<file path="src/rtl/sws_pkg.sv">
package sws_pkg;
    typedef enum logic [1:0] {ST_RUN, ST_SLEEP, ST_OST} sws_state_e;
    typedef enum logic [1:0] {POST_NONE, POST_FIRST, POST_DUMMY} sws_post_e;

    typedef struct packed {
        sws_state_e state;
        sws_post_e  post;
        logic [1:0] ph;
        logic       take_vec;
    } sws_regs_t;

    localparam logic [1:0] PH_Q1 = 2'd0;
    localparam logic [1:0] PH_Q4 = 2'd3;
endpackage

</file>
<file path="src/rtl/sws_pin_flag.sv">
module sws_pin_flag (
    input  logic clk,
    input  logic rst_n,
    input  logic pin,
    input  logic clr,
    output logic flag
);
    logic prev_d, prev_q;
    logic flag_d, flag_q;
    logic rise;

    always_comb begin
        rise   = pin & ~prev_q;
        prev_d = pin;
        flag_d = rise | (flag_q & ~clr);
    end

    always_ff @(posedge clk or negedge rst_n) begin
        if (!rst_n) begin
            prev_q <= 1'b0;
            flag_q <= 1'b0;
        end else begin
            prev_q <= prev_d;
            flag_q <= flag_d;
        end
    end

    assign flag = flag_q;


    flag_set_chk: assert property (@(posedge clk) disable iff (!rst_n)
        (pin && !prev_q) |=> flag_q);

    flag_hold_chk: assert property (@(posedge clk) disable iff (!rst_n)
        (flag_q && !clr) |=> flag_q);
endmodule

</file>
<file path="src/rtl/sws_ost_timer.sv">
module sws_ost_timer #(
    parameter int LIMIT = 1024
) (
    input  logic clk,
    input  logic rst_n,
    input  logic run,
    output logic done
);
    localparam int CW = (LIMIT > 2) ? $clog2(LIMIT) : 1;
    localparam logic [CW-1:0] LAST = CW'(LIMIT - 1);

    logic [CW-1:0] cnt_d, cnt_q;

    always_comb begin
        cnt_d = run ? cnt_q + CW'(1) : '0;
        done  = run && (cnt_q == LAST);
    end

    always_ff @(posedge clk or negedge rst_n) begin
        if (!rst_n) cnt_q <= '0;
        else        cnt_q <= cnt_d;
    end


    ost_exit_chk: assert property (@(posedge clk) disable iff (!rst_n)
        done |=> !run);

    ost_step_chk: assert property (@(posedge clk) disable iff (!rst_n)
        (run && $past(run)) |-> cnt_q == $past(cnt_q) + CW'(1));
endmodule

</file>
<file path="src/rtl/sleep_wake_seq.sv">
module sleep_wake_seq
    import sws_pkg::*;
#(
    parameter int OST_CYCLES = 1024,
    parameter int PC_W       = 13,
    parameter int VECTOR     = 4
) (
    input  logic            clk,
    input  logic            rst_n,
    input  logic            sleep_exec,
    input  logic            int_pin,
    input  logic            gie,
    input  logic            pin_ie,
    input  logic            osc_rc,
    input  logic            int_flag_clr,
    output logic [3:0]      q_phase,
    output logic            run_en,
    output logic            pc_load,
    output logic [PC_W-1:0] pc_vector,
    output logic            gie_clr,
    output logic            int_flag
);
    localparam logic [PC_W-1:0] VEC_ADDR = PC_W'(VECTOR);

    sws_regs_t r_d, r_q;
    logic flag_w, wake_req, ost_run, ost_done;

    sws_pin_flag u_flag (
        .clk  (clk),
        .rst_n(rst_n),
        .pin  (int_pin),
        .clr  (int_flag_clr),
        .flag (flag_w)
    );

    assign ost_run = (r_q.state == ST_OST);

    sws_ost_timer #(.LIMIT(OST_CYCLES)) u_ost (
        .clk  (clk),
        .rst_n(rst_n),
        .run  (ost_run),
        .done (ost_done)
    );

    always_comb begin
        r_d      = r_q;
        wake_req = flag_w & pin_ie;
        case (r_q.state)
            ST_RUN: begin
                r_d.ph = r_q.ph + 2'd1;
                if (r_q.ph == PH_Q4) begin
                    if (r_q.post == POST_FIRST)      r_d.post = POST_DUMMY;
                    else if (r_q.post == POST_DUMMY) r_d.post = POST_NONE;
                end
                if (run_en && sleep_exec && r_q.ph == PH_Q4 && !wake_req) begin
                    r_d.state = ST_SLEEP;
                    r_d.ph    = PH_Q1;
                    r_d.post  = POST_NONE;
                end
            end
            ST_SLEEP: begin
                if (wake_req) begin
                    r_d.take_vec = gie;
                    r_d.ph       = PH_Q1;
                    if (osc_rc) begin
                        r_d.state = ST_RUN;
                        r_d.post  = gie ? POST_FIRST : POST_NONE;
                    end else begin
                        r_d.state = ST_OST;
                    end
                end
            end
            ST_OST: begin
                if (ost_done) begin
                    r_d.state = ST_RUN;
                    r_d.ph    = PH_Q1;
                    r_d.post  = r_q.take_vec ? POST_FIRST : POST_NONE;
                end
            end
            default: r_d.state = ST_RUN;
        endcase
    end

    always_ff @(posedge clk or negedge rst_n) begin
        if (!rst_n) begin
            r_q.state    <= ST_RUN;
            r_q.post     <= POST_NONE;
            r_q.ph       <= PH_Q1;
            r_q.take_vec <= 1'b0;
        end else begin
            r_q <= r_d;
        end
    end

    always_comb begin
        q_phase   = (r_q.state == ST_RUN) ? (4'b0001 << r_q.ph) : 4'b0000;
        run_en    = (r_q.state == ST_RUN) && (r_q.post != POST_DUMMY);
        pc_load   = (r_q.state == ST_RUN) && (r_q.post == POST_DUMMY) && (r_q.ph == PH_Q1);
        gie_clr   = pc_load;
        pc_vector = VEC_ADDR;
        int_flag  = flag_w;
    end


    phase_step_chk: assert property (@(posedge clk) disable iff (!rst_n)
        (r_q.state == ST_RUN && r_d.state == ST_RUN) |=> r_q.ph == $past(r_q.ph) + 2'd1);

    sleep_at_q4_chk: assert property (@(posedge clk) disable iff (!rst_n)
        (r_q.state == ST_SLEEP && $past(r_q.state) == ST_RUN) |-> $past(r_q.ph) == PH_Q4);

    rc_skip_chk: assert property (@(posedge clk) disable iff (!rst_n)
        (r_q.state == ST_OST && $past(r_q.state) == ST_SLEEP) |-> !$past(osc_rc));

    dummy_len_chk: assert property (@(posedge clk) disable iff (!rst_n)
        (r_q.post == POST_DUMMY && r_q.ph == PH_Q4) |=> r_q.post == POST_NONE);

    noop_sleep_chk: assert property (@(posedge clk) disable iff (!rst_n)
        (r_q.state == ST_RUN && run_en && sleep_exec && r_q.ph == PH_Q4 && flag_w && pin_ie)
        |=> r_q.state == ST_RUN);
endmodule

</file>
<file path="config.mk">
export PLATFORM = sky130hd
export DESIGN_NAME = sleep_wake_seq
export DESIGN_NICKNAME = d
export VERILOG_FILES = /design/src/rtl/sws_pkg.sv /design/src/rtl/sws_pin_flag.sv /design/src/rtl/sws_ost_timer.sv /design/src/rtl/sleep_wake_seq.sv
export SDC_FILE = /design/constraint.sdc
export NUM_CORES = 1
export LEC_CHECK = 0
export BUFFER_PORTS_ARGS = -buffer_cell sky130_fd_sc_hd__buf_2
export CORE_MARGIN = 4
export CORE_UTILIZATION = 48
export CTS_CLUSTER_DIAMETER = 150
export DETAILED_ROUTE_END_ITERATION = 12
export GPL_ROUTABILITY_DRIVEN = 0
export HOLD_SLACK_MARGIN = 0.15
export PLACE_DENSITY = 0.8
export SLEW_MARGIN = 30
export SYNTH_ARGS = -nofsm -noshare
export SYNTH_HDL_FRONTEND = slang
export SYNTH_HIERARCHICAL = 1
export SYNTH_SLANG_ARGS = --single-unit
</file>
<file path="constraint.sdc">
create_clock -name clk -period 4.96 [get_ports clk]
set_clock_uncertainty 0.15 [all_clocks]
set_input_delay 0.992 -clock clk [delete_from_list [all_inputs] [get_ports clk]]
set_output_delay 0.992 -clock clk [all_outputs]
set_load 0.05 [all_outputs]
</file>
Yosys cells after proc, flatten, opt, wreduce, memory -nomap -nowiden
Cells that the tools add are included.

Register bits after elaboration: 19. Input port bits: 8. Output and inout port bits: 21. Word-level logic and storage cells: 58.

Add/sub/neg operators: 2. Equality and inequality tests: 13. Shifts and indexed selects: 1. Multiplexer cells: 14. Bitwise gates (word level): 6. Reduce and logical (&&, ||, !) cells: 15.

Operator list (number): 6-bit two-way mux (2); 4-bit case mux with 3 select lines (1); 10-bit by 1-bit adder with 10-bit output (second input constant) (1); 10-bit equality test (second input constant) (1); 10-bit two-way mux (1); 2-bit two-way mux (5); 2-bit inequality test (second input constant) (5); 1-bit logical AND (7); 7-bit two-way mux (1); 2-bit equality test (second input constant) (3); 2-bit case mux with 3 select lines (1); 3-bit AND reduction (2); 6-bit AND reduction (1); 2-bit by 1-bit equality test with 1-bit output (second input constant) (2); 2-bit zero test (2); 4-bit two-way mux (1); 4-bit by 3-bit inequality test with 1-bit output (second input constant) (1); 1-bit by 2-bit left shift with 4-bit output (first input constant) (1); 1-bit AND (3); 3-bit inequality test (second input constant) (1); 3-bit nonzero test (1); 2-bit by 1-bit adder with 2-bit output (second input constant) (1); 1-bit two-way mux (2); 1-bit NOT (2); other kinds (3) (3).

Logic depth before layout (Yosys ltp)
Gate-level depths: netlist (run 1).

Depth in word-level cells: 7. Mapped depth: 8. Depth with buffers taken out: 8.

Hierarchy
The synthesis (run 1) kept the hierarchy.

By module, submodules not included: sleep_wake_seq (times used 1, cells an instance 76, area an instance 675.6 um2, seq. area each 175.2 um2); sws_ost_timer (times used 1, cells an instance 48, area an instance 474.2 um2, seq. area each 250.2 um2); sws_pin_flag (times used 1, cells an instance 5, area an instance 70.1 um2, seq. area each 50.0 um2).

Least setup slack after synthesis (run 1)
Ideal clock, no wire load.

Path type: register -> output. Start: register r_q[5] in the netlist's numbering. End: output pc_load. Arrival: 1931 ps. Data required time: 3818 ps. Setup slack: 1887 ps. Stages on the path, launching flop included: 7. Buffers on the path: 2. Cells stage by stage: dfrtp_1 > inv_1 > ha_1 > clkbuf_1 > nand2_1 > nor2_1 > buf_4.

Word-level cells in the longest chain between the ends: 3.

RTL lines: from (decl) (line sleep_wake_seq.sv:25) `sws_regs_t r_d, r_q;`; from (signal assigned) (line sleep_wake_seq.sv:91) `r_q <= r_d;`; 2-bit zero test (line sleep_wake_seq.sv:98) `pc_load = (r_q.state == ST_RUN) && (r_q.post == POST_DUMMY) && (r_q.ph == PH_Q1);`; 1-bit logical AND (2 in a row) (line sleep_wake_seq.sv:98); to (decl) (line sleep_wake_seq.sv:18) `output logic pc_load,`.

No other way between the ends.

Worst setup path after layout (run 1)
Same ends and word-level chain as after synthesis.

==> run metrics, run 1 <==
vias in the first global route 870; worst reg-to-reg setup slack about 2.6 ns; # DRC 0; max cap viols 0; CTS resizes 0; CTS H-tree depth 1; Tcrit/Tclk final around three fifths; crit-path max cell delay between 0.4 and 0.5 ns; Layout area overhead 6.154%; clock latency on the worst-skew pair roughly 0.32 ns; Setup WS pre-CTS roughly 2.5 ns; Slew Viols, Final 0; layout cells sized above 1 roughly a fifth; Setup crit end kind output port; setup TNS 0 ns; antenna viol nets, final 0; fin worst setup slack 2.083 ns; CTS Root Cell clkbuf_4; gr ovfl total 0; via count 884; drt first pass iters 4; final cell count without fillers around 170; Core Region around 0.0025 mm2; n_diodes 0; largest net degree at the start of global routing 20; I/O pin count 29; Mean Syn Cell Area roughly 9.5 um2; postcts setup bufs 0; CTS buffer count 3; top_reg_cell synth dfrtp_1; WL final 2129 um; Crit-path slowest cell dfrtp_1; Mapped Cells about 130; FMAX ~350 MHz; register bit count reported by yosys 19; CTS tree built; worst min path class reg2reg; synthesized cell area about 0.0012 mm2; die width between 50 and 60 um; Worst Path Required approximately 3.8 ns; status completed; Pwr Density around 430 mW/mm2; initial antenna violation count 0; DR vias/cell between 5 and 6; CTS max path bufs 2; first-pass GRT wire length 3684 um; RSZ-0062 raised after global routing no; # placed instances 170; clk sinks 19; drt wl/cell around 12 um; crit path DAT ~1.7 ns; most common cell after layout, fill and taps aside dfrtp_1; Initial Util 49.69%; CP cell instances inv_1 > ha_1 > nand2_1 > nor2_1 > buf_2; Leak 0.6288 nW; warnings from Yosys 6; Netlist cell types 34; Post-synth EDFFs 0; Rows 18; GRT Total Usage roughly 14%; Iteration-0 DRC Markers 25; nets approximately 160; Tmin final 2.877 ns; Port Buf Inserts 15; final-report setup violation count 0; Max VDD drop just over 0.4 mV; Hold Vio Cnt, Final 0; share of flip-flops with an asynchronous set or reset between 90% and 100%; final core utilization ~53%; CP max FO 9; Die Y 58.42 um; crit path kind reg2out; commonest cells after routing, fill and taps aside dfrtp_1 (19), buf_2 (15), conb_1 (13), inv_1 (12); dpl hpwl 1666 um; Seq/Total Area, Yosys 38.97%; Reg clk slew, reported paths between 0.1 and 0.15 ns; hold_buf cts 0; startpoint type of the worst setup path register; die area approximately 0.0034 mm2
flip-flops by register name (all words and copies together) (netlist names):
register and count:
u_flag/prev_q 1, u_ost/cnt_q 10, u_flag/flag 1, r_q 7
through the flow:
step | hold WS (ns) | total power, W | area [um2]
floorplan | 0.2753 | 0.0004260 | 1261
global placement | 0.2838 | 0.0004651 | 1265
detailed placement | 0.2944 | 0.0004761 | 1265
CTS | 0.3110 | 0.0005624 | 1295
global route | 0.3207 | 0.0005944 | 1295
finish | 0.3067 | 0.0005586 | 1295
routing by layer:
layer,vias to the layer above,share of wire [%],global-route usage [%]
met2,22,48,23.44
met4,0,2.2,7.947
li1,441,-,-
met1,418,45,16.64
met3,3,4.9,2.632
met5,-,0,0
power breakdown:
part	total (W)	switching (W)	internal, W	leakage (nW)
combinational	0.000281	0.000198	0.0000839	0.359
clock	0.0000852	0.0000543	0.0000309	0.0139
sequential	0.000192	0.0000171	0.000175	0.255
total	0.000559	0.000269	0.000290	0.629
layout make-up:
class                      count  area [um2]
sequential                    19       475.5
clock buffer                   3       22.52
multi-input combinational     94       631.9
timing repair buffer          15       75.07
fill                         222        1160
clock inverter                 1       7.507
tap                           30       37.54
inverter                      12       45.04
critical path: cells and delay by family, from the launching register on:
kind | cells | cell delay (ns)
adders and majority gates | 1 | 0.32
DFF | 1 | 0.44
buffers and inverters | 2 | 0.39
and+or+nand+nor | 2 | 0.26
worst paths after layout:
kind,start,end,depth (start not counted)
max,r_q[5]$_DFFE_PN0P_,pc_load,5
min,u_flag/prev_q$_DFF_PN0_,u_flag/flag$_DFF_PN0_,1
max reg2reg,u_ost/cnt_q[0]$_DFF_PN0_,r_q[3]$_DFFE_PN0P_,7
min reg2reg,u_flag/prev_q$_DFF_PN0_,u_flag/flag$_DFF_PN0_,1
max in group asynchronous,rst_n,u_ost/cnt_q[9]$_DFF_PN0_,1
min in group asynchronous,rst_n,r_q[6]$_DFFE_PN0P_,1
synthesized netlist by cell type, types with 2 or more instances:
cell      instances  area (um2)
nand3_1           7       35.03
ha_1              9       112.6
o31ai_1           2       15.01
nand3b_1          3       22.52
conb_1            2       7.510
nor2b_1           3       18.77
nand2b_1          2       12.51
a21oi_1           6       30.03
nand4_1           3       18.77
and2_1            5       31.28
buf_4            14       105.1
nand2_1           9       33.78
inv_1            12       45.04
nor2_1            5       18.77
mux2i_1           3       30.03
dfrtp_1          19       475.5
or3_1             2       12.51
xor2_1            2       17.52
o21ai_0           6       30.03
cells by family after synthesis:
| group | share of synthesized area [%] |
|---|---|
| other | 0.6156 |
| and+or+nand+nor | 20.62 |
| xor gates and xnor gates | 2.154 |
| adders and majority gates | 9.231 |
| DFF | 38.97 |
| AOI/OAI and AO/OA | 12.10 |
| buffers and inverters | 12.61 |
| muxes | 3.692 |
(Power assumes the default switching activity.)
==> run 2, diff against run 1 <==
--- a/config.mk
+++ b/config.mk
@@ -5,6 +5,7 @@
 export SDC_FILE = /design/constraint.sdc
 export NUM_CORES = 1
 export LEC_CHECK = 0
+export ABC_AREA = 1
 export BUFFER_PORTS_ARGS = -buffer_cell sky130_fd_sc_hd__buf_2
 export CORE_MARGIN = 4
 export CORE_UTILIZATION = 48
@@ -12,7 +13,7 @@
 export DETAILED_ROUTE_END_ITERATION = 12
 export GPL_ROUTABILITY_DRIVEN = 0
 export HOLD_SLACK_MARGIN = 0.15
-export PLACE_DENSITY = 0.8
+export PLACE_DENSITY = 0.79
 export SLEW_MARGIN = 30
 export SYNTH_ARGS = -nofsm -noshare
 export SYNTH_HDL_FRONTEND = slang
==> constraint.sdc (replaced) <==
create_clock -name clk -period 2.9 [get_ports clk]
set_clock_uncertainty 0.15 [all_clocks]
set_input_delay 0.58 -clock clk [delete_from_list [all_inputs] [get_ports clk]]
set_output_delay 0.58 -clock clk [all_outputs]
set_load 0.05 [all_outputs]
==> run 2 against run 1 <==
Compared with the run above:
- via count is 12% higher
- clock power is 57% higher
- combinational power is 87% higher
- global-route usage is 1.2 points lower
- core utilization is 0.75 points higher
- synthesized area is 4.0% higher
- critical endpoint is now gie_clr
- largest cell class unchanged
==> run metrics, run 2 <==
status completed; number of flip-flops in the largest register 10 (unchanged); drt wl/cell 9.463 um (-23%); Tcrit/Tclk final approximately 83%; CP max FO 9 (unchanged); DR vias/cell 4.602 (-9.4%); Slew Viols, Final 0 (unchanged); Synth top cells by count nand2_1 (42), inv_1 (25), nor2_1 (22); CP top delay family flip-flops; Pwr Density 739.3 mW/mm2 (+71%); Leak 0.7314 nW (+16%); Total Power 0.0009889 W (+77%); antenna viol nets, final 0 (unchanged); area share of the largest cell type after synthesis 37.48% (-1.5 points); Reg2Reg Depth 12 (+5); synth top area cells dfrtp_1 (37%), nand2_1 (12%), ha_1 (8.9%); Post-synth EDFFs 0 (unchanged); Iteration-0 DRC Markers 16 (-36%); crit path DAT 1.68 ns (-0.06 ns); die width 59.41 um (+1.7%); FF-to-FF End r_q[4]$_DFFE_PN0P_; Reg clk slew, reported paths 0.11 ns (about the same); clk sinks 19 (unchanged); final core utilization 53.50% (+0.75 points); final-report setup violation count 0 (unchanged); Netlist cell types 19 (-44%); gr ovfl total 0 (unchanged); WP buf/inv 2 (unchanged); CTS resizes 0 (unchanged); Mapped Cells 171 (+33%); Die Y 59.41 um (+1.7%); Mean Syn Cell Area 7.419 um2 (-22%); initial antenna violation count 0 (unchanged); Rows 18 (unchanged); register bit count reported by yosys 19 (unchanged); Min Hold Slack 0.2447 ns (-0.06206 ns); top_reg_cell synth dfrtp_1; Max VDD drop 0.6120 mV (+49%); Port Buf Inserts 15 (unchanged); CTS tree built; CTS buffer count 3 (unchanged); r2r startpoint r_q[5]$_DFFE_PN0P_; worst reg-to-reg setup slack 0.99 ns (-1.58 ns); clock latency on the worst-skew pair 0.30 ns (-0.02 ns); CTS max path bufs 2 (unchanged); Hold Vio Cnt, Final 0 (unchanged); Initial Util 50.75% (+1.1 points); RSZ-0062 raised after global routing no; crit path kind reg2out; FMAX approximately 410 MHz; Seq/Total Area, Yosys 37.48% (-1.5 points); setup TNS 0 ns (unchanged); most common cell in the netlist nand2_1; end of the critical path gie_clr; GRT Total Usage 12.77% (-1.2 points); CP cell instances inv_1 > ha_1 > nand2_1 > nor2_1 > buf_2; Setup crit end kind output port; die area 0.003530 mm2 (+3.4%); Crit. Startpoint r_q[5]$_DFFE_PN0P_; worst min path class in2reg; first-pass GRT wire length 3394 um (-7.9%); WL final 2044 um (-4.0%); drt first pass iters 4 (unchanged); vias in the first global route 807 (-7.2%); share of flip-flops with an asynchronous set or reset 100.0% (unchanged); Core Region 0.002500 mm2 (+1.8%); # DRC 0 (unchanged); fin worst setup slack 0.4870 ns (-1.596 ns); Tmin final ~2.4 ns; synthesized cell area 0.001269 mm2 (+4.0%); largest net degree at the start of global routing 20 (unchanged); Top Registers u_ost/cnt_q x10, r_q x7; warnings from Yosys 6 (unchanged); startpoint type of the worst setup path register; I/O pin count 29 (unchanged); Setup WS pre-CTS 0.8210 ns (-1.645 ns); commonest cells after routing, fill and taps aside nand2_1 (42), inv_1 (25), nor2_1 (22), dfrtp_1 (19), buf_2 (15); crit-path max cell delay 0.42 ns (-0.02 ns); n_diodes 0 (unchanged); layout cells sized above 1 14.52% (-4.9 points); Levels on crit path 5 (unchanged); nets 204 (+26%); Crit-path slowest cell dfrtp_1; CTS H-tree depth 1 (unchanged); Layout area overhead 5.424%; via count 994 (+12%); most common cell after layout, fill and taps aside nand2_1; dpl hpwl 1626 um (-2.4%); max cap viols 0 (unchanged); most area-hungry cell type in the Yosys netlist dfrtp_1; CTS Root Cell clkbuf_4; Worst Path Required 2.17 ns (-1.65 ns); Top reg by flops u_ost/cnt_q
==> run 2: changes by cell type after synthesis, sizes merged, moves of 4 or more <==
| cell | change |
|---|---|
| and2 | -6 |
| inv | +13 |
| nand2 | +37 |
| nand3 | +5 |
| nand4 | -4 |
| nor2 | +19 |
==> run 2: cells by family after synthesis <==
kind of cell | synth area share, %
compound gates | 7.594
flops | 37.48
fa+ha+maj | 8.876
simple gates | 28.50
buf+inv | 16.96
other cells | 0.5919
==> run 2: power by group <==
| part | total, W | switching (W) | internal, W |
|---|---|---|---|
| Clock | 0.000134 | 0.0000807 | 0.0000536 |
| Sequential | 0.000330 | 0.0000294 | 0.000300 |
| Combinational | 0.000525 | 0.000377 | 0.000148 |
==> run 2: timing repair <==
item	CTS	global route
buffers inserted	0	0
hold buffers	1	0
endpoints found under the hold margin	19	0
==> run 2: area by class of cell <==
cell class                 count  area (um2)
timing repair buffer          16       85.08
multi-input combinational    122       619.3
fill                         251        1162
clock buffer                   4       26.28
inverter                      25       93.84
sequential                    19       475.5
tap                           30       37.54
==> run 2: per-stage QoR <==
step	area (um2)	instances
3_5_place_dp	1301	211
5_1_grt	1338	216
2_1_floorplan	1310	182
3_3_place_gp	1301	211
6_report	1338	216
4_1_cts	1338	216
==> run 2: how the worst min path moves through the flow <==
stage	depth (start not counted)	slack, ns	from	to
after floorplan	0	0.13	rst_n	r_q[0]$_DFFE_PN0P_
after global placement	1	0.32	u_ost/cnt_q[0]$_DFF_PN0_	u_ost/cnt_q[0]$_DFF_PN0_
after detailed placement	1	0.33	u_ost/cnt_q[0]$_DFF_PN0_	u_ost/cnt_q[0]$_DFF_PN0_
after CTS	1	0.23	int_pin	u_flag/prev_q$_DFF_PN0_
after global routing	1	0.24	int_pin	u_flag/prev_q$_DFF_PN0_
final	1	0.24	int_pin	u_flag/prev_q$_DFF_PN0_
==> run 2: worst reg2reg max path: stages (launching register included) <==
cell and delay [ns]:
dfrtp_1 0.42, inv_1 0.09, ha_1 0.39, nand2_1 0.09, nor2_1 0.11, inv_1 0.04
nand2_1 0.06, nand2_2 0.08, inv_1 0.10, nand2_1 0.06, nor2_1 0.14, nand2_1 0.07
nand2_1 0.05
==> run 2: routing by layer <==
| metal | GRT usage (%) | wire [um] |
|---|---|---|
| met2 | 18.41 | 907 |
| met1 | 17.66 | 954 |
| met3 | 2.179 | 146 |
| met5 | 0 | 0 |
| met4 | 7.767 | 36 |
==> run 3, diff against run 2 <==
--- a/config.mk
+++ b/config.mk
@@ -5,15 +5,15 @@
 export SDC_FILE = /design/constraint.sdc
 export NUM_CORES = 1
 export LEC_CHECK = 0
-export ABC_AREA = 1
+export ABC_AREA = 0
 export BUFFER_PORTS_ARGS = -buffer_cell sky130_fd_sc_hd__buf_2
 export CORE_MARGIN = 4
-export CORE_UTILIZATION = 48
+export CORE_UTILIZATION = 47
 export CTS_CLUSTER_DIAMETER = 150
 export DETAILED_ROUTE_END_ITERATION = 12
 export GPL_ROUTABILITY_DRIVEN = 0
 export HOLD_SLACK_MARGIN = 0.15
-export PLACE_DENSITY = 0.79
+export PLACE_DENSITY = 0.81
 export SLEW_MARGIN = 30
 export SYNTH_ARGS = -nofsm -noshare
 export SYNTH_HDL_FRONTEND = slang
==> constraint.sdc (replaced) <==
create_clock -name clk -period 2.1 [get_ports clk]
set_clock_uncertainty 0.15 [all_clocks]
set_input_delay 0.42 -clock clk [delete_from_list [all_inputs] [get_ports clk]]
set_output_delay 0.42 -clock clk [all_outputs]
set_load 0.05 [all_outputs]
==> run 3 against run 2 <==
Compared with the run above:
- the run now ends with setup timing left
- sequential share of layout area is 3.8 points lower
- total power is 48% higher
- flip-flop and latch count is the same
==> run metrics, run 3 (synthesis gave the netlist of run 1 again) <==
Slew Viols, Final 0 (unchanged); # DRC 0 (unchanged); Tmin final roughly 2.2 ns; I/O pin count 29 (unchanged); Finished Cell Area 0.001501 mm2 (+12%); FILL cells 192 (-24%); Total Power 0.001465 W (+48%); Pwr Density 975.6 mW/mm2 (+32%); via count 998 (+0.40%); Max VDD drop 0.8719 mV (+42%); number of flip-flops in the largest register 10 (unchanged); drt first pass iters 4 (unchanged); final-report setup violation count 1 (+1); status complete, but fails checks; Top reg by flops u_ost/cnt_q; Setup crit end kind register; GRT Total Usage 15.40% (+2.6 points); CTS tree built; CTS Root Cell clkbuf_4; clk sinks 19 (unchanged); Initial Util 49.24% (-1.5 points); most common cell after layout, fill and taps aside dfrtp_1; placed inst area 0.001313 mm2 (+0.87%); commonest cells after routing, fill and taps aside dfrtp_1 (18), conb_1 (13), buf_2 (13), buf_4 (10), inv_1 (9); antenna viol nets, final 0 (unchanged); CTS max path bufs 2 (unchanged); die width 58.95 um (-0.78%); CP max FO 3 (-6); drt wl/cell 14.38 um (+52%); Min Hold Slack 0.2427 ns (-0.001965 ns); nets 175 (-14%); failing checks setup timing; initial antenna violation count 0 (unchanged); n_diodes 0 (unchanged); max cap viols 0 (unchanged); Tcrit/Tclk final 103.2%; fin worst setup slack -0.06693 ns (-0.5539 ns); Reg clk slew, reported paths 0.12 ns (about the same); largest net degree at the start of global routing 20 (unchanged); crit path kind reg2reg; Port Buf Inserts 15 (unchanged); clock latency on the worst-skew pair 0.30 ns (about the same); dpl hpwl 1763 um (+8.4%); FMAX around 460 MHz; vias in the first global route 980 (+21%); Iteration-0 DRC Markers 22 (+6); Layout area overhead 23.08%; Die Y 58.95 um (-0.78%); crit path DAT 2.21 ns (+0.53 ns); Leak 0.7248 nW (-0.91%); Rows 18 (unchanged); DR vias/cell 5.337 (+16%); Top Registers u_ost/cnt_q x10, r_q x7; die area 0.003475 mm2 (-1.6%); Core Region 0.002477 mm2 (-0.90%); layout cells sized above 1 31.21% (+17 points); CTS H-tree depth 1 (unchanged); CTS buffer count 3 (unchanged); Worst Path Required 2.15 ns (-0.02 ns); Hold Vio Cnt, Final 0 (unchanged); gr ovfl total 0 (unchanged); worst min path class in2reg; first-pass GRT wire length 4126 um (+22%); RSZ-0062 raised after global routing yes; startpoint type of the worst setup path register; WL final 2689 um (+32%)
run 3: worst max-delay path, cell delays in order (launching register included):
cell and delay [ns]:
dfrtp_1 0.43, ha_4 0.16, nand4_1 0.22, nor4_4 0.23, nor2b_2 0.10, a211oi_4 0.29
o311ai_4 0.16, mux2_4 0.32
run 3: final cells by class:
cell class | instances | area [um2] | area share (%)
clock buffer | 3 | 22.52 | 1.500
clock inverter | 1 | 7.507 | 0.5000
inverter | 12 | 45.04 | 3.000
multi-input combinational | 94 | 711.9 | 47.42
sequential | 19 | 476.7 | 31.75
tap | 30 | 37.54 | 2.500
timing repair buffer | 28 | 200.2 | 13.33
run 3: timing repair:
item	CTS	global route
hold buffers	3	0
buffers inserted	0	5
gates resized for setup	5	16
setup endpoints to repair	7	6
hold endpoints to repair	21	0
pin swaps	0	6
run 3: where the power goes:
group / leakage, nW / switching (W) / total (W) / internal [W]
Clock: 0.0139 / 0.000125 / 0.000198 / 0.0000725
Combinational: 0.457 / 0.000530 / 0.000814 / 0.000284
Sequential: 0.254 / 0.0000389 / 0.000453 / 0.000414
run 3: final timing paths:
path                       depth (start not counted)  slack (ns)                       end                      from
max                                                7       -0.07        r_q[3]$_DFFE_PN0P_  u_ost/cnt_q[1]$_DFF_PN0_
min                                                3        0.24        r_q[0]$_DFFE_PN0P_                       gie
max reg2reg                                        7       -0.07        r_q[3]$_DFFE_PN0P_  u_ost/cnt_q[1]$_DFF_PN0_
min reg2reg                                        1        0.32     u_flag/flag$_DFF_PN0_   u_flag/prev_q$_DFF_PN0_
max in group asynchronous                          2        1.05        r_q[6]$_DFFE_PN0P_                     rst_n
min in group asynchronous                          2        0.42  u_ost/cnt_q[3]$_DFF_PN0_                     rst_n
run 3: routing by layer:
metal	GRT usage (%)	up-vias	share of wire, %
li1	-	465	-
met1	19.01	495	40
met2	26.18	32	53
met3	2.851	6	5.0
met4	6.472	0	1.9
met5	0	-	0
run 3: stage by stage:
step           setup WS (ns)  instances  setup TNS, ns  util [%]
6_report            -0.06693        187       -0.06693     60.61
5_1_grt              -0.1086        187        -0.1086     60.61
4_1_cts              0.01767        182              0     56.11
3_5_place_dp         0.04601        175              0     52.98
3_3_place_gp          0.1016        175              0     52.98
2_1_floorplan       0.008663        140              0         -
